[src/rtl/bcn_win_pair.sv]
module bcn_win_pair #(
  parameter int unsigned TMR_W = 16,
  parameter int unsigned WIN   = 1
) (
  input  logic [TMR_W-1:0] a_i,
  input  logic [TMR_W-1:0] b_i,
  input  logic [TMR_W-1:0] interval_i,
  output logic             ok_o
);
  localparam int unsigned AW = TMR_W + 2;

  logic signed [AW-1:0] a_s, b_s, aw_s, bw_s, win_s, iw_s;
  logic fwd, adv, adv_wrap, b_wrap;

  always_comb begin
    a_s   = $signed({2'b00, a_i});
    b_s   = $signed({2'b00, b_i});
    aw_s  = $signed({2'b01, a_i});
    bw_s  = $signed({2'b01, b_i});
    win_s = $signed(AW'(WIN));
    iw_s  = $signed({2'b00, interval_i}) - win_s;
  end

  assign fwd      = (b_s  - a_s) == win_s;
  assign adv      = (a_s  - b_s) == iw_s;
  assign adv_wrap = (aw_s - b_s) == iw_s;
  assign b_wrap   = (bw_s - a_s) == win_s;
  assign ok_o     = fwd | adv | adv_wrap | b_wrap;

  // modular forward spacing must always be accepted
  always_comb begin
    if (b_i == TMR_W'(a_i + TMR_W'(WIN)))
      AST_FWD_WRAP: assert (ok_o) else $error("forward spacing rejected");
  end
endmodule

[config.mk]
export PLATFORM = sky130hd
export DESIGN_NAME = bcn_win_pair
export DESIGN_NICKNAME = d
export VERILOG_FILES = /design/src/rtl/bcn_win_pair.sv
export SDC_FILE = /design/constraint.sdc
export NUM_CORES = 1
export LEC_CHECK = 0
export BUFFER_PORTS_ARGS = -buffer_cell sky130_fd_sc_hd__buf_2
export CAP_MARGIN = 20
export CORE_MARGIN = 2
export CORE_UTILIZATION = 50
export DETAILED_ROUTE_END_ITERATION = 6
export PLACE_DENSITY_LB_ADDON = 0.2
export SLEW_MARGIN = 20
export SYNTH_ARGS = -nofsm -noshare
export SYNTH_HDL_FRONTEND = slang
export SYNTH_SLANG_ARGS = --single-unit
[constraint.sdc]
create_clock -name vclk -period 4.86
set_input_delay 0.729 -clock vclk [all_inputs]
set_output_delay 0.729 -clock vclk [all_outputs]
set_load 0.01 [all_outputs]
==> flow_summary.ini, run 1 <==
[run_status]
status = complete, no violations

[placement]
dpl.cell_count = 428
port_buffers = 49
dpl.hpwl_um = 5301
dp_slack_ps = -191.4
place.gp.congestion = 0.9715
placed_area_mm2 = 0.002695

[synthesis]
postSynthAreaPerCell_um2 = 7.195
ys_seq_area_share_pct = 0
synth.distinct_cells = 62
synth_cells = 321
ys_warn_count = 0
synthTopCellsByArea = ha_1, xnor2_1, inv_1
synth_top_area_share_pct = 18.42
synth_top_cell_by_area = ha_1
syn_nets = 405
syn_area_mm2 = 0.002310

[route]
first_iter_violations = 145
drc = 0
vias_per_cell = 5.833
vias = 2555
wire_per_inst_um = 14.41
dr.pass1.iters = 4
postRouteAntennaNets = 0
wl_um = 6311

[global_route]
grt_pass1_vias = 2375
use_met1_pct = 33.73
top_usage_layer = met2
gr-total-overflow = 0
grt_pass1_wl_um = 10430
use_met3_pct = 0.9722
grt_start_max_net_pins = 14
use_met2_pct = 43.42
track_usage_pct = 24.46
antenna_found_initial = 0

[timing]
tns_ps = 0
post-route-min-period_ps = 4709
rsz0062_at_grt = yes
tightest_slew_ps = 541.3
fin_ws_ps = 150.5
final-setup-viol-count = 0
fin_crit_sh_pct = 96.90
slew-limit-headroom_pct = 63.58
fmax_mhz = 212.3
drv_slew = 0
hold_viol_final = 0

[final_layout]
mostFrequentLayoutCells = buf_2, inv_1, ha_1
clock_buffers = 0
fin_util_pct = 64.23
drive_above_1_share_pct = 26.68
regArea_um2 = 0
n_antenna_cell = 0
final_cells = 438
fin_area_mm2 = 0.002835
seq_cells = 0
final_common_cell = buf_2
final_nets = 472
syn2layout_area_growth_pct = 22.75

[min_path]
hp-start = b_i[13]
min_to = ok_o
hp-class = primary input to primary output
hold_depth = 7

[critical_path]
crit_fanout = 2
critPathLaunchType = primary input
critPathRequiredTime_ps = 4130
cp_slowest_stage_delay_ps = 380
critical_path.slowest_cell = fa_2
end_kind = primary output
crit_type = primary input to primary output
arrival_ps = 3980
crit_chain = buf_8 -> inv_4 -> ha_4 -> inv_2 -> fa_2 -> a21o_1 -> a22o_1 -> o21ai_2 -> o21ai_2 -> a21o_1 -> a21oi_2 -> nor2_1 -> a211oi_2 -> ha_2 -> o2111ai_2 -> a2111oi_2 -> and4_1 -> o2111a_1 -> o2111ai_2 -> o21ai_1 -> buf_2

[floorplanning]
io_pins = 49
fp.dieW_um = 71.97
fp.coreArea_mm2 = 0.004414
rows = 24
start_util_pct = 52.32
dieArea_mm2 = 0.005179
die_h_um = 71.97

[pwr]
leakagePower_nw = 1.379
power_density_mw_per_mm2 = 129.6
ir_drop_mv = 0.05507

[clock_tree]
ctsHoldBuffers = 0

[flow_run]
max_cap_viol_count = 0
==> worst max-delay path, delay by kind of cell <==
family,cells,cell delay (ps)
adder cells (fa/ha/maj),3,680
AO/OA/AOI/OAI,12,1960
buffers and inverters,4,320
AND/OR/NAND/NOR,2,290
==> timing repair <==
action / 4_1_cts / 5_1_grt
setup endpoints to repair: 1 / 1
setup buffers: 9 / 1
pin swaps: 5 / 14
gates resized for setup: 7 / 12
==> layout make-up <==
type	count	area, µm²
Timing Repair Buffer	79	480.5
Inverter	39	148.9
Multi-Input combinational cell	268	2141
Fill cell	392	1579
Tap cell	52	65.06
==> cell families (layout without fill, tap and decap cells) <==
kind of cell	Yosys count	in the layout	share of synthesized area, %
AND/OR/NAND/NOR	107	107	26.33
XOR/XNOR	42	42	16.52
adder cells (fa/ha/maj)	36	36	20.15
buffers and inverters	53	118	9.588
multiplexers	7	7	3.034
AO/OA/AOI/OAI	76	76	24.38
==> synth_stat cells, drive strengths merged, types with 2 or more instances <==
| master | instances |
|---|---|
| nor4 | 6 |
| fa | 2 |
| ha | 34 |
| o22a | 2 |
| a21oi | 14 |
| nor2b | 6 |
| o2111a | 2 |
| o21a | 4 |
| a21o | 8 |
| a211oi | 4 |
| clkbuf | 5 |
| nand4b | 3 |
| o21ai | 11 |
| and4 | 2 |
| nor2 | 20 |
| and3 | 2 |
| or4b | 2 |
| and2 | 2 |
| or2 | 3 |
| a2111oi | 3 |
| o21bai | 2 |
| nand3b | 4 |
| mux2i | 7 |
| nand2 | 16 |
| xor2 | 12 |
| a31oi | 4 |
| inv | 39 |
| a21boi | 2 |
| nand4 | 3 |
| a221oi | 3 |
| o22ai | 2 |
| nand2b | 9 |
| buf | 9 |
| nand3 | 4 |
| nor3b | 4 |
| or4 | 3 |
| nor3 | 11 |
| or3 | 6 |
| o2111ai | 4 |
| o31ai | 2 |
| xnor2 | 29 |
==> metal layers <==
layer | routed length [µm] | share of wire [%]
met4 | 90 | 1.4
met5 | 0 | 0
met2 | 2904 | 46
met1 | 2919 | 46
met3 | 397 | 6.3
==> worst max-delay path by stage <==
stage          startpoint  endpoint  depth (start not counted)
6_report           a_i[0]      ok_o                         21
5_1_grt            a_i[0]      ok_o                         21
4_1_cts            a_i[0]      ok_o                         21
3_5_place_dp       a_i[0]      ok_o                         21
3_3_place_gp       a_i[0]      ok_o                         21
2_1_floorplan      a_i[0]      ok_o                         19
==> per-stage QoR <==
stage,total power [mW],hold WS [ps]
floorplan,0.2368,1888
global placement,0.3276,2202
detailed placement,0.3315,2214
CTS,0.3519,2213
global route,0.4023,2269
finish,0.3673,2217
==> report_power, final <==
group / switching (mW) / internal [mW] / leakage [nW]
combinational: 0.192 / 0.175 / 1.38
clock: 0 / 0 / 0
sequential: 0 / 0 / 0
total: 0.192 / 0.175 / 1.38
Power figures use the tool's default switching activity.
==> run 2, diff against run 1 <==
Settings changed: CORE_MARGIN 2 to 5, SETUP_SLACK_MARGIN set to 0.2.
==> run 2 against run 1 <==
Cell count is 2.5% lower. Total power is 2.5% lower. Critical path type unchanged. Sequential share of layout area stayed put. Largest power group unchanged.
==> flow_summary.ini, run 2 (same netlist as run 1, synthesis figures left out) <==
[floorplanning]
io_pins = 49
fp.dieW_um = 77.97
die_h_um = 77.97
dieArea_mm2 = 0.006079
fp.coreArea_mm2 = 0.004414
start_util_pct = 52.32
rows = 24

[critical_path]
end_kind = primary output
crit_fanout = 6
cp_common_cell = buf_2
arrival_ps = 3900
cp_slowest_stage_delay_ps = 610
crit_type = primary input to primary output
critPathLaunchType = primary input
critPathRequiredTime_ps = 4130
crit_buf_inv = 3
cp_top_family = simple AND/OR/NAND/NOR gates
critical_path.slowest_cell = or4b_2
crit_chain = buf_2 -> inv_1 -> ha_1 -> or4b_1 -> nor2_1 -> or4b_2 -> ha_2 -> o2111ai_4 -> a2111oi_4 -> and4_1 -> o2111a_1 -> o2111ai_1 -> o21ai_1 -> buf_2

[placement]
place.gp.congestion = 0.8989
dpl.cell_count = 422
dpl.hpwl_um = 5257
dp_slack_ps = -230.6
port_buffers = 49

[final_layout]
mostFrequentLayoutCells = buf_2, inv_1, ha_1
regArea_um2 = 0
final_nets = 461
final_cells = 427
seq_cells = 0
syn2layout_area_growth_pct = 20.21
clock_buffers = 0
final_common_cell = buf_2
n_antenna_cell = 0
drive_above_1_share_pct = 24.80
fillCellCount = 413

[timing]
rsz0062_at_grt = yes
tightest_slew_ps = 839.2
fmax_mhz = 216.0
post-route-min-period_ps = 4629
hold_viol_final = 0
fin_crit_sh_pct = 95.24
drv_slew = 0
final-setup-viol-count = 0
slew-limit-headroom_pct = 43.26
fin_ws_ps = 231.1

[global_route]
track_usage_pct = 19.70
antenna_found_initial = 0
grt_pass1_wl_um = 10270
grt_start_max_net_pins = 14
grt_pass1_vias = 2272
gr-total-overflow = 0

[min_path]
hp-class = primary input to primary output
hp-start = b_i[13]
min_to = ok_o
hold_depth = 7

[route]
wl_um = 6391
dr.pass1.iters = 4
wire_per_inst_um = 14.97
vias_per_cell = 5.756
postRouteAntennaNets = 0
vias = 2458
drc = 0
first_iter_violations = 152

[clock_tree]
ctsHoldBuffers = 0

[pwr]
ir_drop_mv = 0.05810
leakagePower_nw = 1.329
power_density_mw_per_mm2 = 129.0

[run_status]
status = complete, no violations

[flow_run]
max_cap_viol_count = 0
[run 2: area by class of cell]
cell class         count  area (µm²)  area share (%)
well taps             52       65.06           2.343
inverters             39       148.9           5.363
repair buffers        68       394.1           14.20
multi-input cells    268        2168           78.10
[run 2: worst max path at each step]
stage | startpoint | end | slack, ps | depth (start not counted)
after floorplan | a_i[0] | ok_o | 230 | 19
after global routing | a_i[8] | ok_o | 50 | 19
after detailed placement | a_i[0] | ok_o | -230 | 21
after global placement | a_i[0] | ok_o | -90 | 21
final | interval_i[0] | ok_o | 230 | 14
after CTS | a_i[0] | ok_o | 40 | 21
[run 2: report_power, final]
group | internal [mW] | switching [mW]
sequential | 0 | 0
combinational | 0.166 | 0.192
clock | 0 | 0
total | 0.166 | 0.192
[run 2: metrics by stage]
step	setup TNS, ps	instance area [µm²]	utilization [%]	power [mW]	hold WS [ps]
final	0	2776	62.90	0.3582	2222
after CTS	0	2719	61.59	0.3400	2207
after floorplan	0	2310	-	0.2370	1888
after global placement	-88.16	2650	60.03	0.3213	2193
after global routing	0	2776	62.90	0.3930	2278
after detailed placement	-230.6	2650	60.03	0.3261	2208
[run 2: routing by layer]
layer	share of wire (%)	routed length [µm]	vias to the layer above	GRT usage (%)
met5	0	0	-	0
met4	2.2	141	0	3.378
met3	6.7	431	10	1.042
met2	46	2942	75	32.89
met1	45	2875	1121	28.20
li1	-	-	1252	-
[run 2: what timing repair did]
action                     4_1_cts  5_1_grt
setup buffers                    3        2
pin swaps                       14        9
setup endpoints to repair        1        1
resized for setup               14        6
